--- src/rtl/tx_pacer_pkg.sv ---
package tx_pacer_pkg;
    localparam int unsigned WORD_BITS  = 32;
    localparam int unsigned GAP_BITS   = 4;
    localparam int unsigned FRAME_BITS = WORD_BITS + GAP_BITS;
    localparam int unsigned CODE_W     = 8;

    typedef struct packed {
        logic en_prev;
        logic pend;
        logic start;
    } ctl_t;
endpackage

--- src/rtl/tx_pacer_inhibit.sv ---
module tx_pacer_inhibit #(
    parameter int unsigned HOLD_CYCLES = 500000
) (
    input  logic clk,
    input  logic rst,
    output logic active,
    output logic last
);
    localparam int unsigned IW = $clog2(HOLD_CYCLES + 1);

    typedef struct packed {
        logic [IW-1:0] cnt;
    } inh_t;

    inh_t s_d, s_q;

    always_comb begin
        s_d = s_q;
        if (s_q.cnt != '0) s_d.cnt = s_q.cnt - 1'b1;
    end

    always_ff @(posedge clk) begin
        if (rst) s_q.cnt <= IW'(HOLD_CYCLES);
        else     s_q     <= s_d;
    end

    assign active = (s_q.cnt != '0);
    assign last   = (s_q.cnt == IW'(1));

    AST_WINDOW_ONCE: assert property (@(posedge clk) disable iff (rst)
        !active |=> !active);
endmodule

--- src/rtl/tx_pacer_gap.sv ---
module tx_pacer_gap
    import tx_pacer_pkg::*;
#(
    parameter int unsigned BIT_FAST = 10,
    parameter int unsigned BIT_SLOW = 80
) (
    input  logic clk,
    input  logic rst,
    input  logic ser_busy,
    input  logic fast_rate,
    output logic line_free
);
    localparam int unsigned GAP_F = GAP_BITS * BIT_FAST;
    localparam int unsigned GAP_S = GAP_BITS * BIT_SLOW;
    localparam int unsigned GW    = $clog2(((GAP_F > GAP_S) ? GAP_F : GAP_S) + 1);

    typedef struct packed {
        logic          busy_prev;
        logic [GW-1:0] cnt;
    } gap_t;

    gap_t s_d, s_q;
    logic fall;

    assign fall = s_q.busy_prev & ~ser_busy;

    always_comb begin
        s_d           = s_q;
        s_d.busy_prev = ser_busy;
        if (fall)                s_d.cnt = fast_rate ? GW'(GAP_F - 1) : GW'(GAP_S - 1);
        else if (s_q.cnt != '0)  s_d.cnt = s_q.cnt - 1'b1;
    end

    always_ff @(posedge clk) begin
        if (rst) s_q <= '0;
        else     s_q <= s_d;
    end

    assign line_free = ~ser_busy & ~fall & (s_q.cnt == '0);

    AST_BUSY_BLOCKS: assert property (@(posedge clk) disable iff (rst)
        $past(ser_busy) |-> !$past(line_free));
endmodule

--- src/rtl/tx_pacer_interval.sv ---
module tx_pacer_interval
    import tx_pacer_pkg::*;
#(
    parameter int unsigned MS_TICKS = 1000,
    parameter int unsigned BIT_FAST = 10,
    parameter int unsigned BIT_SLOW = 80
) (
    input  logic              clk,
    input  logic              rst,
    input  logic              load,
    input  logic              cancel,
    input  logic [CODE_W-1:0] code,
    input  logic              fast_rate,
    output logic              expire
);
    localparam int unsigned TEN_MS  = 10 * MS_TICKS;
    localparam int unsigned LONGEST = ((1 << CODE_W) - 1) * TEN_MS;
    localparam int unsigned B2B_F   = FRAME_BITS * BIT_FAST;
    localparam int unsigned B2B_S   = FRAME_BITS * BIT_SLOW;
    localparam int unsigned B2B_MAX = (B2B_F > B2B_S) ? B2B_F : B2B_S;
    localparam int unsigned PMAX    = (LONGEST > B2B_MAX) ? LONGEST : B2B_MAX;
    localparam int unsigned TW      = $clog2(PMAX + 1);

    typedef struct packed {
        logic          run;
        logic [TW-1:0] cnt;
    } ivl_t;

    ivl_t s_d, s_q;
    logic [TW-1:0] period;

    always_comb begin
        if (code == '0) period = fast_rate ? TW'(B2B_F) : TW'(B2B_S);
        else            period = TW'(code) * TW'(TEN_MS);
    end

    always_comb begin
        s_d = s_q;
        if (load) begin
            s_d.run = 1'b1;
            s_d.cnt = period - 1'b1;
        end else if (cancel) begin
            s_d.run = 1'b0;
            s_d.cnt = '0;
        end else if (s_q.run) begin
            if (s_q.cnt == '0) s_d.run = 1'b0;
            else               s_d.cnt = s_q.cnt - 1'b1;
        end
    end

    always_ff @(posedge clk) begin
        if (rst) s_q <= '0;
        else     s_q <= s_d;
    end

    assign expire = s_q.run & (s_q.cnt == '0);

    AST_LOAD_ARMS: assert property (@(posedge clk) disable iff (rst)
        load |=> (s_q.run && !expire));
    AST_CANCEL_STOPS: assert property (@(posedge clk) disable iff (rst)
        (cancel && !load) |=> !expire);
endmodule

--- src/rtl/tx_pacer.sv ---
module tx_pacer
    import tx_pacer_pkg::*;
#(
    parameter int unsigned MS_TICKS   = 1000,
    parameter int unsigned INHIBIT_MS = 500,
    parameter int unsigned BIT_FAST   = 10,
    parameter int unsigned BIT_SLOW   = 80
) (
    input  logic              clk,
    input  logic              ext_rst,
    input  logic              por_rst,
    input  logic              tx_enable,
    input  logic [CODE_W-1:0] interval_code,
    input  logic              fast_rate,
    input  logic              ser_busy,
    output logic              start_pulse
);
    localparam int unsigned HOLD_CYCLES = INHIBIT_MS * MS_TICKS;

    logic rst;
    logic inh_active, inh_last;
    logic line_free, expire;
    logic rise, ready, issue;
    ctl_t c_d, c_q;

    assign rst = ext_rst | por_rst;

    tx_pacer_inhibit #(.HOLD_CYCLES(HOLD_CYCLES)) u_inhibit (
        .clk    (clk),
        .rst    (rst),
        .active (inh_active),
        .last   (inh_last)
    );

    tx_pacer_gap #(.BIT_FAST(BIT_FAST), .BIT_SLOW(BIT_SLOW)) u_gap (
        .clk       (clk),
        .rst       (rst),
        .ser_busy  (ser_busy),
        .fast_rate (fast_rate),
        .line_free (line_free)
    );

    tx_pacer_interval #(.MS_TICKS(MS_TICKS), .BIT_FAST(BIT_FAST), .BIT_SLOW(BIT_SLOW)) u_interval (
        .clk       (clk),
        .rst       (rst),
        .load      (issue),
        .cancel    (~tx_enable),
        .code      (interval_code),
        .fast_rate (fast_rate),
        .expire    (expire)
    );

    assign rise  = tx_enable & ~c_q.en_prev;
    assign ready = line_free & ~inh_active & ~c_q.start;
    assign issue = tx_enable & ready & (c_q.pend | expire | (rise & ~inh_active));

    always_comb begin
        c_d         = c_q;
        c_d.en_prev = tx_enable;
        c_d.start   = issue;
        if (!tx_enable)                           c_d.pend = 1'b0;
        else if (issue)                           c_d.pend = 1'b0;
        else if (inh_last)                        c_d.pend = 1'b1;
        else if ((rise && !inh_active) || expire) c_d.pend = 1'b1;
    end

    always_ff @(posedge clk) begin
        if (rst) c_q <= '0;
        else     c_q <= c_d;
    end

    assign start_pulse = c_q.start;

    AST_PULSE_ONE: assert property (@(posedge clk) disable iff (rst)
        start_pulse |=> !start_pulse);
    AST_QUIET_WINDOW: assert property (@(posedge clk) disable iff (rst)
        inh_active |-> !start_pulse);
    AST_IDLE_LOW: assert property (@(posedge clk) disable iff (rst)
        !tx_enable |=> !start_pulse);
    AST_NOT_BUSY: assert property (@(posedge clk) disable iff (rst)
        start_pulse |-> !$past(ser_busy));
    AST_RESET_LOW: assert property (@(posedge clk)
        $past(rst) |-> !start_pulse);
endmodule

--- config.mk ---
export PLATFORM = sky130hd
export DESIGN_NAME = tx_pacer
export DESIGN_NICKNAME = d
export VERILOG_FILES = /design/src/rtl/tx_pacer_pkg.sv /design/src/rtl/tx_pacer_inhibit.sv /design/src/rtl/tx_pacer_gap.sv /design/src/rtl/tx_pacer_interval.sv /design/src/rtl/tx_pacer.sv
export SDC_FILE = /design/constraint.sdc
export NUM_CORES = 1
export LEC_CHECK = 0
export ABC_AREA = 1
export BUFFER_PORTS_ARGS = -buffer_cell sky130_fd_sc_hd__buf_4
export CAP_MARGIN = 20
export CORE_UTILIZATION = 50
export CTS_CLUSTER_SIZE = 16
export DETAILED_ROUTE_END_ITERATION = 8
export GPL_TIMING_DRIVEN = 0
export PLACE_DENSITY = 0.69
export SLEW_MARGIN = 25
export SYNTH_ARGS = -nofsm -noshare
export SYNTH_HDL_FRONTEND = slang
export SYNTH_SLANG_ARGS = --single-unit
--- constraint.sdc ---
create_clock -name clk -period 3.74 [get_ports clk]
set_clock_uncertainty 0.05 [all_clocks]
set_input_delay 0.374 -clock clk [delete_from_list [all_inputs] [get_ports clk]]
set_output_delay 0.374 -clock clk [all_outputs]
set_load 0.05 [all_outputs]
==> flow_summary.json, run 1 <==
{
  "async_flop_share_pct": 0,
  "worstHoldStart": "ser_busy",
  "drt_first_iter_violations": 205,
  "synth_fp_nets": 790,
  "design_area_mm2": 0.00556,
  "finalCritPeriodShare_pct": 95.3,
  "critPathMaxStageDelay_ps": 550,
  "antenna_found_initial": 0,
  "grt_pass1_vias": 4347,
  "grt_overflow_total": 0,
  "met3_length_um": 385,
  "path_clk_slew_ps": 110,
  "routed.top_layer": "met4",
  "start_kind": "input port",
  "nNetsFinal": 814,
  "cts-root-buf": "clkbuf_8",
  "cts_hold_buf": 0,
  "cap_violations": 0,
  "port_buffers": 14,
  "fin_cells": 876,
  "slew_headroom_pct": 57.0,
  "crit_start": "interval_code[7]",
  "p_leak_nw": 2.75,
  "ys.flop_type": "dfxtp_1",
  "core_mm2": 0.00973,
  "tightest_slew_ps": 642,
  "avgSynthCellArea_um2": 6.99,
  "rr_startpoint": "u_interval.s_q[0]",
  "yosysMostFrequentCell": "nand2_1",
  "yosys_warnings": 0,
  "clk_latency_ps": 320,
  "layout-drive-gt1-share_pct": 17.5,
  "grt_max_degree": 19,
  "slew_viol_final": 0,
  "grt_pass1_wl_um": 19500,
  "end_kind": "flip-flop",
  "critical_path.max_fanout": 6,
  "synth_edf_count": 0,
  "preCtsSetupSlack_ps": -427,
  "ios": 15,
  "hold_viol": 0,
  "synth.yosys.seq_area_share_pct": 22.0,
  "synthTopCellsByArea": "dfxtp_1 22%, ha_1 11%, nand2_1 11%, inv_1 8.8%, nand3_1 5.6%",
  "place_inst": 865,
  "required_ps": 3910,
  "syn_to_final_growth_pct": 10.8,
  "met1Wirelength_um": 5560,
  "wl_um": 11700,
  "crit_type": "input port to flip-flop",
  "cts_buffers": 5,
  "max_freq_mhz": 281,
  "finalSetupViolCount": 0,
  "die_area_mm2": 0.0104,
  "postRouteAntennaNets": 0,
  "syn-cell-area_mm2": 0.00502,
  "drcViolationCount": 0,
  "path_buf_inv": 5,
  "period_needed_ps": 3560,
  "die_w_um": 102,
  "crit_arrival_ps": 3740,
  "clock_path_buffers": 2,
  "die_h_um": 102,
  "yosysUniqueCellTypes": 52,
  "yosys_register_bits": 55,
  "status": "complete, no violations",
  "path_cells": "buf_6 -> fa_1 -> fa_1 -> ha_1 -> inv_1 -> fa_1 -> inv_2 -> ha_4 -> nand2_2 -> inv_2 -> nand3_2 -> nand2_2 -> nand2_2 -> nand3_2 -> nand2_4 -> nor2_8 -> nand2_2 -> nand2_1 -> nand2_1 -> nand2_1 -> o211ai_1 -> nand2_1 -> inv_1",
  "met2_wirelength_um": 5590,
  "syn_inst": 718,
  "viasPerCell": 5.28,
  "dr.pass1.iters": 5,
  "synth_top_cell_by_area": "dfxtp_1",
  "netlist_top_cells_count": "150 x nand2_1, 117 x inv_1, 64 x nor2_1",
  "crit_slowest_cell": "fa_1",
  "synth_top_area_share_pct": 22.0,
  "gp_congestion": 0.866,
  "cts_tree": "built",
  "fin_util_pct": 57.1,
  "critPathTopFamily": "adder cells",
  "hold_path_class": "input port to flip-flop",
  "core.rowCount": 36,
  "dp_hpwl_um": 9370,
  "cts_max_level": 2,
  "start_util_pct": 51.6,
  "vias": 4622,
  "grtUsageTotal_pct": 23.7,
  "power_density_mw_per_mm2": 442,
  "place_area_mm2": 0.00529,
  "wl_per_cell_um": 13.4,
  "diodes": 0,
  "whs_ps": 262,
  "ir_worst_vdd_mv": 0.255,
  "setup_slack_ps": 176,
  "cts.sinks": 55
}
## worst paths after layout
path,cells after the start,slack (ps),endpoint
setup / recovery,23,180,u_interval.s_q[19]
hold / removal,3,260,u_gap.s_q[9]
setup reg to reg,12,1480,u_interval.s_q[21]
hold reg to reg,2,420,u_gap.s_q[0]
## cell type report
| cell class | instances | area (µm²) |
|---|---|---|
| clock inverters | 3 | 23.8 |
| flip-flops and latches | 55 | 1100 |
| multi-input cells | 525 | 3490 |
| fillers | 964 | 4170 |
| clock buffers | 5 | 68.8 |
| well taps | 133 | 166 |
| repair buffers | 17 | 143 |
| inverters | 127 | 485 |
| plain buffers | 11 | 77.6 |
## registers in the layout (all words and copies together) (netlist names)
name,cells
u_interval.s_q,23
u_gap.s_q,10
c_q,2
start_pulse,1
u_inhibit.s_q,19
## per-layer routing
| layer | GRT usage, % | vias up |
|---|---|---|
| met3 | 3.08 | 15 |
| met4 | 6.92 | 0 |
| met2 | 41.4 | 86 |
| met1 | 30.4 | 2156 |
| met5 | 0 | - |
| li1 | - | 2365 |
## where the power goes
part | total (mW) | switching (mW) | internal, mW
registers | 0.670 | 0.0373 | 0.632
logic | 1.44 | 0.888 | 0.549
clock network | 0.352 | 0.216 | 0.136
## repair_timing
item                                    4_1_cts  5_1_grt
gates resized for setup                       5       34
buffers inserted                              1        2
pin swaps                                     5       21
endpoints found under the setup margin        4        8
## cell usage in the layout, fill, tap and decap left out, types with 3 or more instances in the layout
cell      instances
nand2_1         144
inv_1           108
nor2_1           63
dfxtp_1          55
nand3_1          47
ha_1             42
a21oi_1          31
o21ai_0          21
nand3_2          16
inv_2            15
buf_4            15
nand2_2          14
nor3_1           14
xor2_1           14
nor2_2           13
fa_1             11
o21ai_1           9
nand4_1           8
xnor2_1           8
o211ai_1          7
nor2_4            6
buf_6             6
nor4_1            5
a31oi_1           5
clkbuf_8          5
ha_4              4
inv_4             3
nor3_2            3
nand2_8           3
clkbuf_1          3
o22ai_1           3
nand3b_1          3
a211oi_1          3
## logic make-up (layout without fill, tap and decap cells)
kind of cell | Yosys count | count (layout) | share of synthesized area [%]
xor+xnor | 23 | 23 | 4.02
compound gates | 90 | 90 | 10.4
fa+ha+maj | 58 | 58 | 16.3
flops | 55 | 55 | 22.0
buf+inv | 138 | 163 | 11.1
simple gates | 354 | 354 | 36.3
## worst register-to-register path, stage by stage (launching register included)
cell      delay (ps)
dfxtp_1          330
inv_1            110
ha_1             210
nand3_2          140
nor2_4           180
nand3_1          160
nand3b_4         230
nand2_8          110
nand2_2          140
clkinv_2         200
nand3_1          130
nand2_1           70
a21oi_1           50
## metrics by stage
step | setup TNS (ps) | total power, mW
after floorplan | 0 | 1.74
after global placement | -2270 | 1.95
after detailed placement | -2700 | 1.98
after CTS | 0 | 2.36
after global routing | -49.7 | 2.70
final | 0 | 2.46
(Power assumes the default switching activity.)
==> inputs of run 2 (changes only) <==
--- a/config.mk
+++ b/config.mk
@@ -8,11 +8,10 @@
 export ABC_AREA = 1
 export BUFFER_PORTS_ARGS = -buffer_cell sky130_fd_sc_hd__buf_4
 export CAP_MARGIN = 20
-export CORE_UTILIZATION = 50
+export CORE_UTILIZATION = 40
 export CTS_CLUSTER_SIZE = 16
 export DETAILED_ROUTE_END_ITERATION = 8
 export GPL_TIMING_DRIVEN = 0
-export PLACE_DENSITY = 0.69
 export SLEW_MARGIN = 25
 export SYNTH_ARGS = -nofsm -noshare
 export SYNTH_HDL_FRONTEND = slang
==> run 2 against run 1 <==
Net effect:
- first-iteration DRC count grew 27%
- global-route usage shrank 3.7 points
- final cell count grew 4.5%
- maximum frequency shrank 1.2%
- routed wire length grew 1.3%
- core utilization shrank 9.8 points
- combinational power grew 3%
- setup slack lost 43 ps
- critical path depth is the same
- power grew 7.3%
- sequential share of layout area shrank 0.61 points
- register-to-register slack gained 40 ps
- critical endpoint unchanged
- highest routed layer unchanged
==> flow_summary.json, run 2 (same netlist as run 1, synthesis figures left out) <==
{
  "cts-root-buf": "clkbuf_16",
  "antenna_found_initial": 0,
  "postRouteAntennaNets": 0,
  "status": "complete, no violations",
  "end_kind": "flip-flop",
  "start_kind": "input port",
  "final_cell_mix": "141 x nand2_1, 110 x inv_1, 62 x nor2_1",
  "die_h_um": 114,
  "p_leak_nw": 2.81,
  "die_w_um": 114,
  "cts_hold_buf": 0,
  "cts_tree": "built",
  "wl_um": 11900,
  "final_common_cell": "nand2_1",
  "diodes": 0,
  "path_cells": "buf_8 -> inv_6 -> ha_4 -> ha_1 -> inv_1 -> fa_1 -> fa_1 -> inv_2 -> fa_2 -> nand2_2 -> nand2_2 -> nand3_2 -> nand3b_1 -> nand3_4 -> nand2_4 -> nor2_8 -> nand2_2 -> nand2_2 -> nand2_1 -> nand2_1 -> o211ai_1 -> nand2_1 -> inv_1",
  "path_clk_slew_ps": 70,
  "reg_top3": "u_interval.s_q: 23 flops, u_inhibit.s_q: 19 flops, u_gap.s_q: 10 flops",
  "seq_area_mm2": 0.00110,
  "gp_congestion": 0.817,
  "critPathMaxStageDelay_ps": 530,
  "core.rowCount": 40,
  "dr.pass1.iters": 5,
  "vias": 4577,
  "port_buffers": 14,
  "core_mm2": 0.0121,
  "multi_input_area_mm2": 0.00351,
  "critical_path.max_fanout": 6,
  "required_ps": 3890,
  "start_util_pct": 41.4,
  "syn_to_final_growth_pct": 14.3,
  "rsz0062_at_grt": "true",
  "cts.sinks": 55,
  "hold_path_class": "input port to flip-flop",
  "power_density_mw_per_mm2": 460,
  "viasPerCell": 5.00,
  "grt_pass1_vias": 4489,
  "fin_util_pct": 47.3,
  "crit_type": "input port to flip-flop",
  "max_freq_mhz": 277,
  "drt_first_iter_violations": 260,
  "largest_reg_flops": 23,
  "ios": 15,
  "hold_viol": 0,
  "slew_headroom_pct": 50.6,
  "ir_worst_vdd_mv": 0.219,
  "finalSetupViolCount": 0,
  "crit_slowest_cell": "fa_1",
  "preCtsSetupSlack_ps": -496,
  "crit_arrival_ps": 3760,
  "clock_path_buffers": 2,
  "clk_latency_ps": 290,
  "regMostFlops": "u_interval.s_q",
  "drcViolationCount": 0,
  "die_area_mm2": 0.0130,
  "grt_max_degree": 17,
  "period_needed_ps": 3610,
  "path_buf_inv": 5,
  "cts_max_level": 2,
  "setup_slack_ps": 133,
  "layout-drive-gt1-share_pct": 18.1,
  "cts_buffers": 5,
  "crit_path_frequent_cell": "nand2_2",
  "n_fill_cell": 1250,
  "wl_per_cell_um": 13.0,
  "grtUsageTotal_pct": 20.0,
  "cap_violations": 0,
  "finalCritPeriodShare_pct": 96.5,
  "critPathTopFamily": "adder cells",
  "nNetsFinal": 818,
  "tightest_slew_ps": 741,
  "slew_viol_final": 0,
  "grt_pass1_wl_um": 20800,
  "dp_hpwl_um": 9530,
  "grt_overflow_total": 0
}
-- run 2: final timing paths --
kind / startpoint / endpoint / slack, ps / cells after the start
max: interval_code[3] / u_interval.s_q[19] / 130 / 23
max reg2reg: u_interval.s_q[0] / u_interval.s_q[20] / 1520 / 12
min reg2reg: u_gap.s_q[0] / u_gap.s_q[0] / 410 / 2
min: ser_busy / u_gap.s_q[9] / 280 / 3
-- run 2: power by group --
group          switching [mW]  internal (mW)  leakage (nW)
Combinational           0.912          0.573          2.29
Sequential             0.0370          0.632         0.446
Clock                   0.216          0.269        0.0741
Total                    1.17           1.47          2.81
-- run 2: per-stage QoR --
| step | instances | hold slack, ps | power [mW] | instance area (µm²) | TNS (ps) |
|---|---|---|---|---|---|
| after floorplan | 718 | 390 | 1.74 | 5020 | 0 |
| after global placement | 900 | 401 | 1.97 | 5330 | -2760 |
| after detailed placement | 900 | 404 | 1.99 | 5330 | -3120 |
| after CTS | 910 | 274 | 2.52 | 5560 | 0 |
| after global routing | 915 | 298 | 2.89 | 5730 | -142 |
| final | 915 | 277 | 2.64 | 5730 | 0 |
-- run 2: layout make-up --
cell class / count / area share (%)
tap: 168 / 3.67
timing repair buffer: 21 / 3.45
multi-input combinational: 525 / 61.2
inverter: 127 / 8.51
sequential: 55 / 19.2
buffer: 11 / 1.35
clock inverter: 1 / 0.153
clock buffer: 7 / 2.49
-- run 2: tightest hold or removal path, stage by stage --
cell	delay [ps]
buf_4	90
inv_1	40
nor2_1	80
-- run 2: timing repair --
item	4_1_cts	5_1_grt
pin swaps	7	25
setup buffers	2	5
endpoints found under the setup margin	6	7
gates resized for setup	11	39
-- run 2: routing by layer --
| metal | vias up | track usage, % | part of all wire (%) |
|---|---|---|---|
| met3 | 12 | 3.03 | 3.5 |
| li1 | 2378 | - | - |
| met5 | - | 0 | 0 |
| met4 | 0 | 5.71 | 1.5 |
| met2 | 54 | 34.5 | 48 |
| met1 | 2133 | 25.7 | 47 |
==> inputs of run 3 (changes only) <==
--- a/config.mk
+++ b/config.mk
@@ -8,10 +8,12 @@
 export ABC_AREA = 1
 export BUFFER_PORTS_ARGS = -buffer_cell sky130_fd_sc_hd__buf_4
 export CAP_MARGIN = 20
-export CORE_UTILIZATION = 40
+export CORE_MARGIN = 1
+export CORE_UTILIZATION = 49
 export CTS_CLUSTER_SIZE = 16
 export DETAILED_ROUTE_END_ITERATION = 8
 export GPL_TIMING_DRIVEN = 0
+export PLACE_DENSITY = 0.68
 export SLEW_MARGIN = 25
 export SYNTH_ARGS = -nofsm -noshare
 export SYNTH_HDL_FRONTEND = slang
==> run 3 against run 2 <==
Net effect:
- core utilization grew 9.1 points
- cell area shrank 2.9%
- first-iteration DRC count shrank 16%
- clock power shrank 26%
- non-clock buffer count shrank 4
- flip-flop and latch count is the same
- setup slack gained 14 ps
- maximum frequency grew 0.39%
- worst hold slack lost 27 ps
- final cell count shrank 4.3%
==> flow_summary.json, run 3 (same netlist as run 1, synthesis figures left out) <==
{
  "status": "complete, no violations",
  "core_mm2": 0.00986,
  "p_comb_share_pct": 58.7,
  "crit_arrival_ps": 3730,
  "hold_viol": 0,
  "die_w_um": 103,
  "p_leak_nw": 2.76,
  "cts-root-buf": "clkbuf_8",
  "regMostFlops": "u_interval.s_q",
  "wl_per_cell_um": 13.5,
  "largest_reg_flops": 23,
  "path_clk_slew_ps": 110,
  "start_util_pct": 50.8,
  "multi_input_area_mm2": 0.00350,
  "power_frac_seq_pct": 26.9,
  "wl_um": 11800,
  "p_sw_mw": 1.16,
  "crit_slowest_cell": "fa_1",
  "tightest_slew_ps": 691,
  "cap_violations": 0,
  "start_kind": "input port",
  "power.internal_mw": 1.33,
  "clk_latency_ps": 320,
  "max_freq_mhz": 278,
  "finalSetupViolCount": 0,
  "clkPwrFrac_pct": 14.4,
  "final_common_cell": "nand2_1",
  "antenna_found_initial": 0,
  "clock_path_buffers": 2,
  "core.rowCount": 36,
  "vias": 4605,
  "final_cell_mix": "143 x nand2_1, 110 x inv_1, 63 x nor2_1",
  "critical_path.max_fanout": 6,
  "crit_type": "input port to flip-flop",
  "drcViolationCount": 0,
  "gp_congestion": 0.842,
  "die_area_mm2": 0.0106,
  "required_ps": 3870,
  "place_inst": 865,
  "postRouteAntennaNets": 0,
  "slew_viol_final": 0,
  "critPathMaxStageDelay_ps": 540,
  "hold_path_class": "input port to flip-flop",
  "path_cells": "buf_8 -> inv_4 -> ha_4 -> ha_1 -> inv_1 -> fa_1 -> fa_1 -> inv_2 -> fa_2 -> xor2_2 -> nand2_1 -> nand3_2 -> nor2_4 -> nand3_4 -> nor2_8 -> nand3_2 -> nand2_1 -> nand3_1 -> nand2_1 -> a21oi_1",
  "drt_first_iter_violations": 218,
  "cts_tree": "built",
  "dp_hpwl_um": 9340,
  "seq_area_mm2": 0.00110,
  "slew_headroom_pct": 53.9,
  "netSwitchingFraction_pct": 46.6,
  "port_buffers": 14,
  "power_density_mw_per_mm2": 447,
  "grt_pass1_wl_um": 19600,
  "die_h_um": 103,
  "grt_overflow_total": 0,
  "whs_ps": 251,
  "grtUsageTotal_pct": 23.5,
  "viasPerCell": 5.26,
  "grt_pass1_vias": 4317,
  "layout-drive-gt1-share_pct": 17.5,
  "cts_buffers": 5,
  "cts_max_level": 2,
  "dr.pass1.iters": 5,
  "nNetsFinal": 814,
  "fin_cells": 876,
  "ir_worst_vdd_mv": 0.272,
  "syn_to_final_growth_pct": 11.0,
  "power_mw": 2.49,
  "reg_top3": "u_interval.s_q: 23 flops, u_inhibit.s_q: 19 flops, u_gap.s_q: 10 flops",
  "ios": 15,
  "period_needed_ps": 3590,
  "cts.sinks": 55,
  "grt_max_degree": 19,
  "n_fill_cell": 939,
  "finalCritPeriodShare_pct": 96.1,
  "end_kind": "flip-flop",
  "diodes": 0,
  "crit_path_frequent_cell": "nand2_1"
}
[run 3: cell types whose count changed in the layout (fill, tap and decap cells not counted), moves of 2 or more]
cell	previous run	this run
buf_4	17	15
clkbuf_8	1	5
buf_12	2	0
clkbuf_16	5	0
nand2_2	17	15
nand2_1	141	143
[run 3: path summary, 6_finish.rpt]
check                                  startpoint                 end  slack (ps)  depth (start not counted)
worst min register to register       u_gap.s_q[0]        u_gap.s_q[0]         420                          2
worst max-delay path             interval_code[3]  u_interval.s_q[21]         150                         20
worst max register to register  u_interval.s_q[0]  u_interval.s_q[18]        1440                         12
worst min-delay path                     ser_busy        u_gap.s_q[9]         250                          3
[run 3: repair_timing]
item	CTS	global route
setup endpoints to repair	5	9
setup buffers	2	1
pin swaps	5	22
gates resized for setup	5	35
hold buffers	0	0
[run 3: stage by stage]
stage                     TNS [ps]  area (µm²)  utilization [%]  worst slack (ps)
after floorplan                  0        5020                -              9.78
after global placement       -2340        5290             53.6              -384
after detailed placement     -2810        5290             53.6              -420
after CTS                        0        5430             55.0              14.4
after global routing         -42.0        5570             56.4             -19.0
final                            0        5570             56.4               147
[run 3: worst max-delay path, delay by kind of cell]
family                     cells  cell delay, ps
AOI/OAI and AO/OA              1              50
xor gates and xnor gates       1             160
adders and majority gates      5            1940
buffers and inverters          4             270
and+or+nand+nor                9             930
[run 3: power by group through the flow]
stage | clock [mW] | combinational (mW) | sequential, mW
2_1_floorplan | 0 | 1.06 | 0.675
3_3_place_gp | 0 | 1.27 | 0.681
3_5_place_dp | 0 | 1.30 | 0.683
4_1_cts | 0.364 | 1.34 | 0.669
5_1_grt | 0.381 | 1.66 | 0.678
6_report | 0.359 | 1.46 | 0.669
[run 3: routing by layer]
layer | up-vias | global-route usage [%] | part of all wire [%]
li1 | 2368 | - | -
met1 | 2140 | 31.8 | 48
met2 | 87 | 40.3 | 47
met3 | 10 | 2.69 | 3.4
met4 | 0 | 4.98 | 1.0
met5 | - | 0 | 0
[run 3: layout make-up]
| class | instances | share of cell area, % |
|---|---|---|
| multi-input cells | 525 | 62.9 |
| clock inverters | 3 | 0.427 |
| inverters | 127 | 8.68 |
| clock buffers | 5 | 1.24 |
| plain buffers | 11 | 1.39 |
| repair buffers | 17 | 2.63 |
| well taps | 133 | 2.99 |
| flip-flops and latches | 55 | 19.8 |
